$ cat src/rtl/wt_pkg.sv
package wt_pkg;

   // Waveform modes; code 1 is a second encoding of free-running operation.
   typedef enum logic [1:0] {
      WM_NORMAL     = 2'd0,
      WM_NORMAL_ALT = 2'd1,
      WM_CTC        = 2'd2,
      WM_FPWM       = 2'd3
   } wave_mode_e;

   // Output action on a compare match (polarity selector in PWM mode).
   typedef enum logic [1:0] {
      OM_HOLD   = 2'd0,
      OM_TOGGLE = 2'd1,
      OM_LOW    = 2'd2,
      OM_HIGH   = 2'd3
   } out_mode_e;

   // Divider taps: log2 of each selectable ratio, in selector order 1..5.
   localparam int unsigned NUM_TAPS = 5;
   localparam int unsigned TAP_SHIFT [NUM_TAPS] = '{0, 3, 6, 8, 10};

   // Per-tick event bundle handed from the counting logic to the output stage.
   typedef struct packed {
      logic tick;
      logic at_max;
      logic match;
   } tmr_evt_t;

endpackage

$ cat src/rtl/wt_prescaler.sv
module wt_prescaler
   import wt_pkg::*;
#(
   parameter int unsigned DIV_W = 10,
   parameter int unsigned SEL_W = 3
) (
   input  logic             clk,
   input  logic             rst,
   input  logic [SEL_W-1:0] sel,
   output logic             tick
);

   localparam int unsigned MAX_SHIFT = TAP_SHIFT[NUM_TAPS-1];

   if (DIV_W < MAX_SHIFT) begin : g_chk_div
      $error("wt_prescaler: DIV_W too narrow for the largest tap");
   end
   if ((1 << SEL_W) <= NUM_TAPS) begin : g_chk_sel
      $error("wt_prescaler: SEL_W cannot encode every tap");
   end

   logic [DIV_W-1:0]    div_q;
   logic [NUM_TAPS-1:0] tap_hit;

   // Free-running phase counter; its length is a multiple of every ratio.
   always_ff @(posedge clk) begin
      if (rst) div_q <= '0;
      else     div_q <= div_q + 1'b1;
   end

   for (genvar i = 0; i < NUM_TAPS; i++) begin : g_tap
      if (TAP_SHIFT[i] == 0) begin : g_direct
         assign tap_hit[i] = 1'b1;
      end else begin : g_mask
         assign tap_hit[i] = &div_q[TAP_SHIFT[i]-1:0];
      end
   end

   always_comb begin
      tick = 1'b0;
      for (int k = 0; k < NUM_TAPS; k++) begin
         if (sel == SEL_W'(k + 1)) tick = tap_hit[k];
      end
   end

endmodule

$ cat src/rtl/wt_counter.sv
module wt_counter #(
   parameter int unsigned CNT_W = 8
) (
   input  logic             clk,
   input  logic             rst,
   input  logic             tick,
   input  logic             clear_on_tick,
   output logic [CNT_W-1:0] cnt,
   output logic             at_max
);

   always_ff @(posedge clk) begin
      if (rst) begin
         cnt <= '0;
      end else if (tick) begin
         if (clear_on_tick) cnt <= '0;
         else               cnt <= cnt + 1'b1;
      end
   end

   assign at_max = &cnt;

endmodule

$ cat src/rtl/wt_compare.sv
module wt_compare #(
   parameter int unsigned CNT_W    = 8,
   parameter bit          BUFFERED = 1'b1
) (
   input  logic             clk,
   input  logic             rst,
   input  logic             wr_en,
   input  logic [CNT_W-1:0] wr_data,
   input  logic             pwm_mode,
   input  logic             reload,
   input  logic [CNT_W-1:0] cnt,
   output logic             match
);

   logic [CNT_W-1:0] active_q;

   if (BUFFERED) begin : g_buffered
      logic [CNT_W-1:0] shadow_q;

      always_ff @(posedge clk) begin
         if (rst)        shadow_q <= '0;
         else if (wr_en) shadow_q <= wr_data;
      end

      // Direct load outside PWM; shadow transfer at the wrap inside PWM.
      always_ff @(posedge clk) begin
         if (rst)                    active_q <= '0;
         else if (!pwm_mode && wr_en) active_q <= wr_data;
         else if (pwm_mode && reload) active_q <= shadow_q;
      end
   end else begin : g_direct
      logic unused_ok;
      assign unused_ok = pwm_mode ^ reload;

      always_ff @(posedge clk) begin
         if (rst)        active_q <= '0;
         else if (wr_en) active_q <= wr_data;
      end
   end

   assign match = (cnt == active_q);

endmodule

$ cat src/rtl/wt_waveout.sv
module wt_waveout
   import wt_pkg::*;
(
   input  logic       clk,
   input  logic       rst,
   input  tmr_evt_t   evt,
   input  logic       pwm_mode,
   input  logic [1:0] omode,
   output logic       wave
);

   out_mode_e om;
   logic      wave_d;

   assign om = out_mode_e'(omode);

   always_comb begin
      wave_d = wave;
      if (evt.tick) begin
         unique case (om)
            OM_HOLD: wave_d = wave;
            OM_TOGGLE: begin
               if (!pwm_mode && evt.match) wave_d = ~wave;
            end
            OM_LOW: begin
               if (pwm_mode) begin
                  if (evt.at_max)     wave_d = 1'b1;
                  else if (evt.match) wave_d = 1'b0;
               end else if (evt.match) begin
                  wave_d = 1'b0;
               end
            end
            OM_HIGH: begin
               if (pwm_mode) begin
                  if (evt.at_max)     wave_d = 1'b0;
                  else if (evt.match) wave_d = 1'b1;
               end else if (evt.match) begin
                  wave_d = 1'b1;
               end
            end
         endcase
      end
   end

   always_ff @(posedge clk) begin
      if (rst) wave <= 1'b0;
      else     wave <= wave_d;
   end

endmodule

$ cat src/rtl/wt_flag.sv
module wt_flag (
   input  logic clk,
   input  logic rst,
   input  logic set,
   input  logic clr,
   output logic q
);

   always_ff @(posedge clk) begin
      if (rst)      q <= 1'b0;
      else if (set) q <= 1'b1;
      else if (clr) q <= 1'b0;
   end

endmodule

$ cat src/rtl/wavetimer8.sv
module wavetimer8
   import wt_pkg::*;
#(
   parameter int unsigned CNT_W        = 8,
   parameter int unsigned DIV_W        = 10,
   parameter int unsigned SEL_W        = 3,
   parameter bit          PWM_BUFFERED = 1'b1
) (
   input  logic             clk,
   input  logic             rst,
   input  logic [SEL_W-1:0] clk_sel,
   input  logic [1:0]       wave_mode,
   input  logic [1:0]       out_mode,
   input  logic             cmp_wr,
   input  logic [CNT_W-1:0] cmp_wdata,
   input  logic             cmp_flag_clr,
   input  logic             ovf_flag_clr,
   output logic [CNT_W-1:0] count,
   output logic             wave_out,
   output logic             cmp_flag,
   output logic             ovf_flag
);

   if (CNT_W < 2) begin : g_chk_width
      $error("wavetimer8: CNT_W must be at least 2");
   end

   wave_mode_e wm;
   logic       pwm_mode;
   logic       ctc_mode;
   tmr_evt_t   evt;

   assign wm       = wave_mode_e'(wave_mode);
   assign pwm_mode = (wm == WM_FPWM);
   assign ctc_mode = (wm == WM_CTC);

   wt_prescaler #(
      .DIV_W (DIV_W),
      .SEL_W (SEL_W)
   ) u_presc (
      .clk  (clk),
      .rst  (rst),
      .sel  (clk_sel),
      .tick (evt.tick)
   );

   wt_counter #(
      .CNT_W (CNT_W)
   ) u_cnt (
      .clk           (clk),
      .rst           (rst),
      .tick          (evt.tick),
      .clear_on_tick (ctc_mode & evt.match),
      .cnt           (count),
      .at_max        (evt.at_max)
   );

   wt_compare #(
      .CNT_W    (CNT_W),
      .BUFFERED (PWM_BUFFERED)
   ) u_cmp (
      .clk      (clk),
      .rst      (rst),
      .wr_en    (cmp_wr),
      .wr_data  (cmp_wdata),
      .pwm_mode (pwm_mode),
      .reload   (evt.tick & evt.at_max),
      .cnt      (count),
      .match    (evt.match)
   );

   wt_waveout u_wave (
      .clk      (clk),
      .rst      (rst),
      .evt      (evt),
      .pwm_mode (pwm_mode),
      .omode    (out_mode),
      .wave     (wave_out)
   );

   wt_flag u_cmp_flag (
      .clk (clk),
      .rst (rst),
      .set (evt.tick & evt.match),
      .clr (cmp_flag_clr),
      .q   (cmp_flag)
   );

   wt_flag u_ovf_flag (
      .clk (clk),
      .rst (rst),
      .set (evt.tick & evt.at_max),
      .clr (ovf_flag_clr),
      .q   (ovf_flag)
   );

endmodule

$ cat config.mk
export PLATFORM = sky130hd
export DESIGN_NAME = wavetimer8
export DESIGN_NICKNAME = d
export VERILOG_FILES = /design/src/rtl/wt_pkg.sv /design/src/rtl/wt_prescaler.sv /design/src/rtl/wt_counter.sv /design/src/rtl/wt_compare.sv /design/src/rtl/wt_waveout.sv /design/src/rtl/wt_flag.sv /design/src/rtl/wavetimer8.sv
export SDC_FILE = /design/constraint.sdc
export NUM_CORES = 1
export LEC_CHECK = 0
export BUFFER_PORTS_ARGS = -buffer_cell sky130_fd_sc_hd__buf_2
export CELL_PAD_IN_SITES_DETAIL_PLACEMENT = 1
export CELL_PAD_IN_SITES_GLOBAL_PLACEMENT = 1
export CORE_MARGIN = 4
export CORE_UTILIZATION = 44
export CTS_CLUSTER_DIAMETER = 150
export CTS_CLUSTER_SIZE = 12
export DETAILED_ROUTE_END_ITERATION = 8
export PLACE_DENSITY = 0.94
export SLEW_MARGIN = 15
export SYNTH_ARGS = -nofsm -noshare
export SYNTH_HDL_FRONTEND = slang
export SYNTH_SLANG_ARGS = --single-unit
$ cat constraint.sdc
create_clock -name clk -period 5.7 [get_ports clk]
set_input_delay 0.855 -clock clk [delete_from_list [all_inputs] [get_ports clk]]
set_output_delay 0.855 -clock clk [all_outputs]
set_load 0.01 [all_outputs]
* Yosys cells after proc, flatten, opt, wreduce, memory -nomap -nowiden
Index checks and enable logic that the tools add are counted.
** Storage, ports and cells
- Flip-flop bits (word level) :: 37
- Output and inout port bits :: 11
- Bits of input ports :: 20
- Word-level logic and storage cells :: 60
** Operators by class
- Muxes and demuxes :: 20
- Reductions and logical operators :: 14
- Equal/unequal tests :: 12
- Add/sub/neg operators :: 2
- Bitwise logic cells :: 5
** Operator list (number)
- 2-to-1 mux 8 bit :: 3
- 2-to-1 mux 1 bit :: 16
- AND reduction 8 bit :: 2
- adder 10 x 1 -> 10 bit (second input constant) :: 1
- AND reduction 10 bit :: 1
- adder 8 x 1 -> 8 bit (second input constant) :: 1
- == test 2 bit (second input constant) :: 4
- == test 8 bit :: 1
- == test 3 x 2 -> 1 bit (second input constant) :: 2
- == test 3 bit (second input constant) :: 2
- AND reduction 3 bit :: 2
- AND reduction 6 bit :: 1
- nonzero test 2 bit :: 3
- bitwise AND 1 bit :: 3
- == test 3 x 1 -> 1 bit (second input constant) :: 1
- logical AND 1 bit :: 3
- one-hot mux 1 bit (3 select lines) :: 1
- == test 2 x 1 -> 1 bit (second input constant) :: 1
- zero test 2 bit :: 1
- inequality test 2 x 1 -> 1 bit (second input constant) :: 1
- NOT 1 bit :: 2
- zero test 1 bit :: 1

* Logic depth before layout (Yosys ltp)
Gate-level depths: netlist of run 1.
- Word-level depth :: 10
- Depth in mapped cells :: 8
- Depth with buffers taken out :: 7

* Hierarchy
A second synthesis of run 1 with hierarchy kept.
** Second synthesis, totals
- Cells, all modules :: 190
- Area, all modules :: 1736.7 µm²
** Modules (own cells, without submodules)
- wt_compare :: seq. area each 320.3 µm², area each 704.4 µm², cells each 74, times used 1
- wt_prescaler :: seq. area each 200.2 µm², area each 488.0 µm², cells each 54, times used 1
- wt_counter :: seq. area each 160.2 µm², area each 349.1 µm², cells each 39, times used 1
- wt_waveout :: seq. area each 20.0 µm², area each 88.8 µm², cells each 11, times used 1
- wt_flag :: seq. area each 20.0 µm², area each 38.8 µm², cells each 4, times used 2
- wavetimer8 :: seq. area each 0.0 µm², area each 28.8 µm², cells each 4, times used 1

* Least setup slack after synthesis of run 1
Ideal clock, no wire load.
- Path type :: in2reg
- From :: in clk_sel[1]
- To :: reg u_cnt.cnt[5]
- Cell stages on the path :: 4
- Path slack :: 3575 ps
- Data required time :: 5630 ps
- Arrival time :: 2055 ps
- Path buffers :: 0
- Library setup time :: 70 ps
- Cell sequence :: o311a_1 -> o22a_2 -> or4_1 -> a21oi_1
** On the way
- Longest elaborated chain between the ends :: 6
- Elaborated cells on any way between the ends :: 10
- Classes of those cells :: eq/ne (5); mux (5)
** RTL lines
- from (decl) :: RTL line wavetimer8.sv:11 : input logic [SEL_W-1:0] clk_sel,
- == test 3 x 1 -> 1 bit :: RTL line wt_prescaler.sv:42 : if (sel == SEL_W'(k + 1)) tick = tap_hit[k];
- 2-to-1 mux 1 bit (4 in series) :: RTL line wt_prescaler.sv:42
- 2-to-1 mux 1 bit (*) :: RTL line wt_prescaler.sv:42
- to (signal assigned) :: RTL line wt_counter.sv:17 : else cnt <= cnt + 1'b1;
- to (decl) :: RTL line wt_counter.sv:8 : output logic [CNT_W-1:0] cnt,
Mark *: on every way between the ends. The rest lies on a longest branch, timed or not.
A chain may end at the register's enable or synchronous reset.

* Worst setup path after layout of run 1
- From :: reg u_presc.div_q[0]
- To :: reg u_cnt.cnt[1]
** On the way
- Longest elaborated chain between the ends :: 5
- Elaborated cells on any way between the ends :: 8
- Classes of those cells :: mux (4); reduce/logical (4)
** RTL lines
- from (decl) :: RTL line wt_prescaler.sv:22 : logic [DIV_W-1:0] div_q;
- from (signal assigned) :: RTL line wt_prescaler.sv:28 : else div_q <= div_q + 1'b1;
- AND reduction 3 bit :: RTL line wt_prescaler.sv:35 : assign tap_hit[i] = &div_q[TAP_SHIFT[i]-1:0];
- 2-to-1 mux 1 bit (3 in series) :: RTL line wt_prescaler.sv:42
- 2-to-1 mux 1 bit (*) :: RTL line wt_prescaler.sv:42
Marks and branches as above.

==> results of run 1 <==
[critical path, delay by kind of cell (launching register included)]
| kind | cells | cell delay [ns] |
|---|---|---|
| AO/OA/AOI/OAI | 4 | 1.57 |
| adder cells (fa/ha/maj) | 2 | 0.45 |
| AND/OR/NAND/NOR | 1 | 0.14 |
| flip-flops | 1 | 0.40 |
[per-layer routing]
layer | routed length [µm] | vias up | global-route usage
li1 | - | 781 | -
met4 | 92 | 0 | 0.100
met1 | 2010 | 772 | 0.224
met5 | 0 | - | 0
met2 | 2110 | 40 | 0.287
met3 | 212 | 7 | 0.0435
[flip-flops by register name (all words and copies together) (netlist names)]
signal,flops
u_ovf_flag.q,1
u_wave.wave,1
u_cmp.g_buffered.shadow_q,8
u_cnt.cnt,8
u_cmp.active_q,8
u_presc.div_q,10
u_cmp_flag.q,1
[worst max path at each step]
stage	startpoint	endpoint	slack (ns)	depth (start not counted)
finish	u_presc.div_q[0]	u_cnt.cnt[1]	3.03	7
global route	u_presc.div_q[0]	u_cnt.cnt[2]	2.80	7
CTS	u_presc.div_q[0]	u_cnt.cnt[1]	3.04	7
detailed placement	clk_sel[2]	u_cnt.cnt[3]	2.80	6
global placement	clk_sel[2]	u_cnt.cnt[0]	2.92	6
floorplan	clk_sel[1]	u_cnt.cnt[5]	3.57	4
[cell usage in the layout (no fill, tap or decap), types with 2 or more instances in the layout]
cell	count
dfxtp_1	37
buf_2	30
nor2_1	24
mux2i_1	15
xor2_1	14
nand3_1	11
nand2_1	9
a21oi_1	9
nand4_1	6
inv_1	6
a221oi_1	6
a211oi_1	6
o21ai_0	6
or3_1	5
clkbuf_8	5
nor4_1	3
nor2b_1	3
ha_1	3
xnor2_1	2
[stage by stage]
stage	instances	power [mW]	hold WS [ns]	cell area, µm²
global placement	267	0.341	0.462	1950
finish	273	0.507	0.479	2030
detailed placement	267	0.345	0.467	1950
floorplan	196	0.323	0.442	1770
CTS	273	0.515	0.483	2030
global route	273	0.533	0.527	2030
[logic make-up (layout without fill, tap and decap cells)]
family                   Yosys count  in the layout  synth area share
AO/OA/AOI/OAI                     42             42             0.168
multiplexers                      15             15            0.0849
flip-flops                        37             37             0.419
adder cells (fa/ha/maj)            3              3            0.0212
buffers and inverters             14             43            0.0318
AND/OR/NAND/NOR                   69             69             0.195
XOR/XNOR                          16             16            0.0793
[layout make-up]
type | instances | area [µm²] | share of cell area
Multi-Input combinational cell | 145 | 971 | 0.479
Sequential cell | 37 | 741 | 0.366
Timing Repair Buffer | 31 | 158 | 0.0778
Clock buffer | 5 | 68.8 | 0.0340
Tap cell | 48 | 60.1 | 0.0296
Inverter | 6 | 22.5 | 0.0111
Clock inverter | 1 | 5.00 | 0.00247
[where the power goes]
group	leakage [nW]	total [mW]	internal, mW	switching [mW]
Clock	0.0399	0.167	0.0803	0.0871
Combinational	0.522	0.0609	0.0266	0.0344
Sequential	0.302	0.279	0.269	0.00930
==> key figures, run 1 <==
Critical path
  • R2R Path End: u_cnt.cnt[1]
  • Type of the worst setup path: register to register
  • Max stage delay on crit path: 0.84 ns
  • Slowest cell on crit path: o22ai_1
  • CP Launch Type: register
  • Worst Path Arrival: 2.84 ns
  • Critical Path, Cell by Cell: ha_1 > ha_1 > nand4bb_1 > o311a_1 > o22ai_1 > a41o_1 > a21oi_1
  • CP max FO: 13
  • R2R depth: 7
  • Reg2reg setup slack: 3.03 ns
  • Start of the worst register-to-register path: u_presc.div_q[0]
  • Worst Path Required: 5.87 ns
  • CP endpoint kind: register
  • CP dominant cell by count: ha_1

Job
  • # Max-Cap Violations: 0

Pwr
  • PwrDens: 250 nW/µm²
  • Peak supply drop: 140 µV
  • Leakage power: 0.864 nW

GRT
  • GR Overflow Total: 0
  • All-Layer GR Usage: 0.181
  • Vias in the first global route: 1,598
  • Initial antenna violation count: 0
  • First-pass GRT wire length: 7.32 mm
  • Pin count of the biggest net entering global routing: 32

Hold path
  • Hold endpoint: u_presc.div_q[0]
  • Hold crit path type: register to register
  • Worst hold path startpoint: u_presc.div_q[0]
  • Hold Path Stages: 1

Synth
  • Net Count, Synth: 219
  • Area of the mapped netlist: 1770 µm²
  • Post-synth EDFFs: 0
  • Mean Syn Cell Area: 9.02 µm²
  • Post-synthesis cell count: 196
  • #FFs+latches synth: 37
  • Ys async rst share: 0
  • Synth Flop Type: dfxtp_1
  • Most frequent cell after synthesis: dfxtp_1
  • Synth warnings: 0
  • Synth area leaders: dfxtp_1, mux2i_1, xor2_1
  • Yosys top cell area share: 0.419
  • Seq/Total Area, Yosys: 0.419
  • Synth cell types: 43
  • Most frequent cells after synthesis: dfxtp_1, nor2_1, mux2i_1
  • Yosys top cell by area: dfxtp_1

Finish
  • ANT cells: 0
  • Share of layout cells above drive strength 1: 0.173
  • Layout area overhead: 14.6%
  • Final core utilization: 0.537
  • Fill count: 462
  • Final-stage net count: 249

Timing
  • Max-slew violation count: 0
  • Setup TNS: 0 ns
  • Highest clock rate: 374 MHz
  • Slew @ Worst Pin: 1.09 ns
  • Final setup fails: 0
  • Clock skew: 0.00504 ns
  • Final Hold Fails: 0
  • Crit path time final: 2.67 ns
  • Relative slew slack: 0.275
  • RSZ-0062 raised after global routing: false
  • Setup slack after layout: 3.03 ns
  • Period utilisation layout: 0.469

CTS
  • Clock latency at the later pin of the worst-skew pair: 0.29 ns
  • Setup bufs post-CTS: 0
  • Clk root buf: clkbuf_8
  • PostCTS Resize Cnt: 0
  • Clock buffer depth: 2
  • Clock Sinks: 37
  • H-tree levels: 2
  • Register clock-pin slew on the reported worst setup and hold paths: 0.07 ns
  • CTS tree: yes
  • Cts hold-fix bufs: 0
  • Cts bufs inserted: 5

Placement
  • Pre-CTS setup slack: 2.80 ns
  • GP Congestion: 0.816
  • Post-DP HPWL: 3.27 mm
  • I/O Buffers: 30

Drt
  • Post-DR wirelength/cell: 16.2 µm
  • DRT antenna net count: 0
  • Detailed-route wire length: 4.42 mm
  • DR vias: 1,600
  • DR vias/cell: 5.86
  • Drt first-iter violations: 49
  • Drt first pass iters: 4
  • Detailed-route DRC error count: 0

Floorplanning
  • Cell Rows: 22
  • Die X: 71.4 µm
  • Die Y: 71.4 µm
  • Die area: 5100 µm²
  • Std-Cell Core Area: 3770 µm²
  • Starting density of the core: 0.469
  • IO Count: 31

Status
  • Status: complete, no violations
Note: power is estimated with default switching activity, not from simulation.
==> run 2: changes to the inputs <==
--- a/config.mk
+++ b/config.mk
@@ -9,11 +9,11 @@
 export CELL_PAD_IN_SITES_DETAIL_PLACEMENT = 1
 export CELL_PAD_IN_SITES_GLOBAL_PLACEMENT = 1
 export CORE_MARGIN = 4
-export CORE_UTILIZATION = 44
+export CORE_UTILIZATION = 37
 export CTS_CLUSTER_DIAMETER = 150
 export CTS_CLUSTER_SIZE = 12
 export DETAILED_ROUTE_END_ITERATION = 8
-export PLACE_DENSITY = 0.94
+export PLACE_DENSITY = 0.86
 export SLEW_MARGIN = 15
 export SYNTH_ARGS = -nofsm -noshare
 export SYNTH_HDL_FRONTEND = slang
==> constraint.sdc (replaced) <==
create_clock -name clk -period 2.2 [get_ports clk]
set_input_delay 0.33 -clock clk [delete_from_list [all_inputs] [get_ports clk]]
set_output_delay 0.33 -clock clk [all_outputs]
set_load 0.01 [all_outputs]
==> run 2 against run 1 <==
Utilization down 6.8 points. Design area grew 3.6%. Sequential share of layout area fell by 1.2 points. Register-to-register slack worse by 2.9 ns. Clock-buffer cell count unchanged. Non-clock buffer count up 8. Worst setup slack lost 2.9 ns. Worst hold slack lost 0.17 ns. Clock skew grew 0.0059 ns. Global-route usage shrank 2.6 points. Critical path depth unchanged. First-iteration DRC count up 110%. Largest power group unchanged.
==> key figures, run 2 (same netlist as run 1, synthesis figures left out) <==
Timing
  • Highest clock rate: 489 MHz (was 374 MHz)
  • Final setup fails: 0 (unchanged)
  • Hold_ws: 0.306 ns (was 0.479 ns)
  • Slew @ Worst Pin: 0.557 ns (was 1.09 ns)
  • Max-slew violation count: 0 (unchanged)
  • Period utilisation layout: 0.929 (was 0.469)
  • RSZ-0062 raised after global routing: false (unchanged)
  • Final Hold Fails: 0 (unchanged)
  • Crit path time final: 2.04 ns (was 2.67 ns)
  • Setup TNS: 0 ns (unchanged)
  • Clock skew: 0.0109 ns (was 0.00504 ns)
  • Relative slew slack: 0.629 (was 0.275)

Hold path
  • Hold crit path type: input port to register (was register to register)
  • Hold endpoint: u_cmp.g_buffered.shadow_q[3] (was u_presc.div_q[0])
  • Hold Path Stages: 3 (was 1)
  • Worst hold path startpoint: cmp_wdata[3] (was u_presc.div_q[0])

Finish
  • Final-stage net count: 257 (was 249)
  • Final cell count without fillers: 285 (was 273)
  • Share of layout cells above drive strength 1: 0.206 (was 0.173)
  • ANT cells: 0 (unchanged)
  • Final core utilization: 0.469 (was 0.537)
  • Number of flip-flops in the largest register: 10 (unchanged)
  • Most frequent cells in the layout: dfxtp_1, buf_2, nor2_1 (unchanged)
  • Layout area overhead: 18.8% (was 14.6%)
  • Biggest register: u_presc.div_q (unchanged)
  • Commonest non-fill, non-tap cell in the layout: dfxtp_1 (unchanged)

CTS
  • Setup bufs post-CTS: 0 (unchanged)
  • Clock Sinks: 37 (unchanged)
  • Clock buffer depth: 2 (unchanged)
  • H-tree levels: 2 (unchanged)
  • Register clock-pin slew on the reported worst setup and hold paths: 0.07 ns (about the same)
  • Clk root buf: clkbuf_8 (unchanged)
  • Clock latency at the later pin of the worst-skew pair: 0.29 ns (about the same)
  • Cts bufs inserted: 5 (unchanged)
  • CTS tree: yes (unchanged)

Drt
  • DR vias: 1,589 (was 1,600)
  • DR vias/cell: 5.58 (was 5.86)
  • Detailed-route DRC error count: 0 (unchanged)
  • Drt first-iter violations: 102 (was 49)
  • Drt first pass iters: 4 (unchanged)
  • DRT antenna net count: 0 (unchanged)
  • Post-DR wirelength/cell: 15.6 µm (was 16.2 µm)
  • Detailed-route wire length: 4.46 mm (was 4.42 mm)

GRT
  • All-Layer GR Usage: 0.155 (was 0.181)
  • Pin count of the biggest net entering global routing: 32 (unchanged)
  • First-pass GRT wire length: 7.51 mm (was 7.32 mm)
  • GR Overflow Total: 0 (unchanged)
  • Vias in the first global route: 1,621 (was 1,598)
  • Initial antenna violation count: 0 (unchanged)

Critical path
  • Worst Path Arrival: 2.26 ns (was 2.84 ns)
  • R2R depth: 7 (unchanged)
  • CP Launch Type: register (unchanged)
  • CP endpoint kind: register (unchanged)
  • Type of the worst setup path: register to register (unchanged)
  • R2R Path End: u_cnt.cnt[5] (was u_cnt.cnt[1])
  • Start of the worst register-to-register path: u_presc.div_q[1] (was u_presc.div_q[0])
  • Worst Path Required: 2.42 ns (was 5.87 ns)
  • CP max FO: 17 (was 13)
  • Reg2reg setup slack: 0.16 ns (was 3.03 ns)

Pwr
  • Peak supply drop: 305 µV (was 140 µV)
  • Gate power share: 0.127 (was 0.120)
  • Flop pwr share: 0.545 (was 0.550)
  • PwrDens: 629 nW/µm² (was 250 nW/µm²)
  • Internal power: 983 µW (was 376 µW)
  • Clock power share: 0.328 (was 0.330)
  • Sw frac: 0.256 (was 0.258)
  • Leakage power: 0.907 nW (was 0.864 nW)
  • NetSw: 339 µW (was 131 µW)

Floorplanning
  • IO Count: 31 (unchanged)
  • Cell Rows: 24 (was 22)
  • Die Y: 77.1 µm (was 71.4 µm)
  • Die X: 77.1 µm (was 71.4 µm)
  • Die area: 5950 µm² (was 5100 µm²)
  • Starting density of the core: 0.395 (was 0.469)
  • Std-Cell Core Area: 4470 µm² (was 3770 µm²)

Status
  • Status: complete, no violations (unchanged)

Placement
  • Placed insts: 279 (was 267)
  • Post-DP HPWL: 3.28 mm (was 3.27 mm)
  • I/O Buffers: 30 (unchanged)
  • GP Congestion: 0.786 (was 0.816)

Job
  • # Max-Cap Violations: 0 (unchanged)
[run 2: power groups by stage]
stage	logic [mW]	registers (mW)	clock network, mW
2_1_floorplan	0.106	0.732	0
5_1_grt	0.189	0.724	0.477
4_1_cts	0.167	0.720	0.447
3_5_place_dp	0.166	0.735	0
6_report	0.167	0.720	0.434
3_3_place_gp	0.161	0.733	0
[run 2: metrics by stage]
step           power (mW)  worst slack [ns]  instance area, µm²
5_1_grt              1.39            0.0190                2100
3_5_place_dp        0.901             0.107                2020
3_3_place_gp        0.894             0.186                2020
2_1_floorplan       0.838             0.272                1770
4_1_cts              1.33            0.0804                2090
6_report             1.32             0.156                2100
[run 2: cell type report]
cell class	count	area (µm²)
Multi-Input combinational cell	145	978
Clock buffer	5	68.8
Fill cell	540	2370
Clock inverter	1	5.00
Inverter	6	22.5
Tap cell	52	65.1
Sequential cell	37	742
Timing Repair Buffer	39	218
[run 2: worst max-delay path by stage]
stage,startpoint,to,slack (ns)
after floorplan,u_presc.div_q[0],u_cnt.cnt[5],0.27
after global placement,u_presc.div_q[0],u_cnt.cnt[5],0.19
after detailed placement,u_presc.div_q[0],u_cnt.cnt[5],0.11
after CTS,u_presc.div_q[0],u_cnt.cnt[5],0.08
after global routing,u_presc.div_q[1],u_cnt.cnt[5],0.02
final,u_presc.div_q[1],u_cnt.cnt[5],0.16
[run 2: metal layers]
| layer | vias to the layer above | global-route usage | routed length (µm) |
|---|---|---|---|
| met2 | 29 | 0.258 | 2190 |
| met5 | - | 0 | 0 |
| met1 | 761 | 0.188 | 2040 |
| li1 | 794 | - | - |
| met4 | 0 | 0.0623 | 49 |
| met3 | 5 | 0.0410 | 187 |
[run 2: repair_timing]
action | 4_1_cts | 5_1_grt
endpoints found under the setup margin | 0 | 7
resized for setup | 0 | 2
hold buffers | 0 | 0
[run 2: critical path, cell delays in order (launching register included)]
cell,delay [ns]
dfxtp_1,0.37
ha_1,0.18
ha_1,0.15
nand4bb_1,0.13
o221a_1,0.18
o22a_4,0.31
or4_1,0.52
a21oi_1,0.14
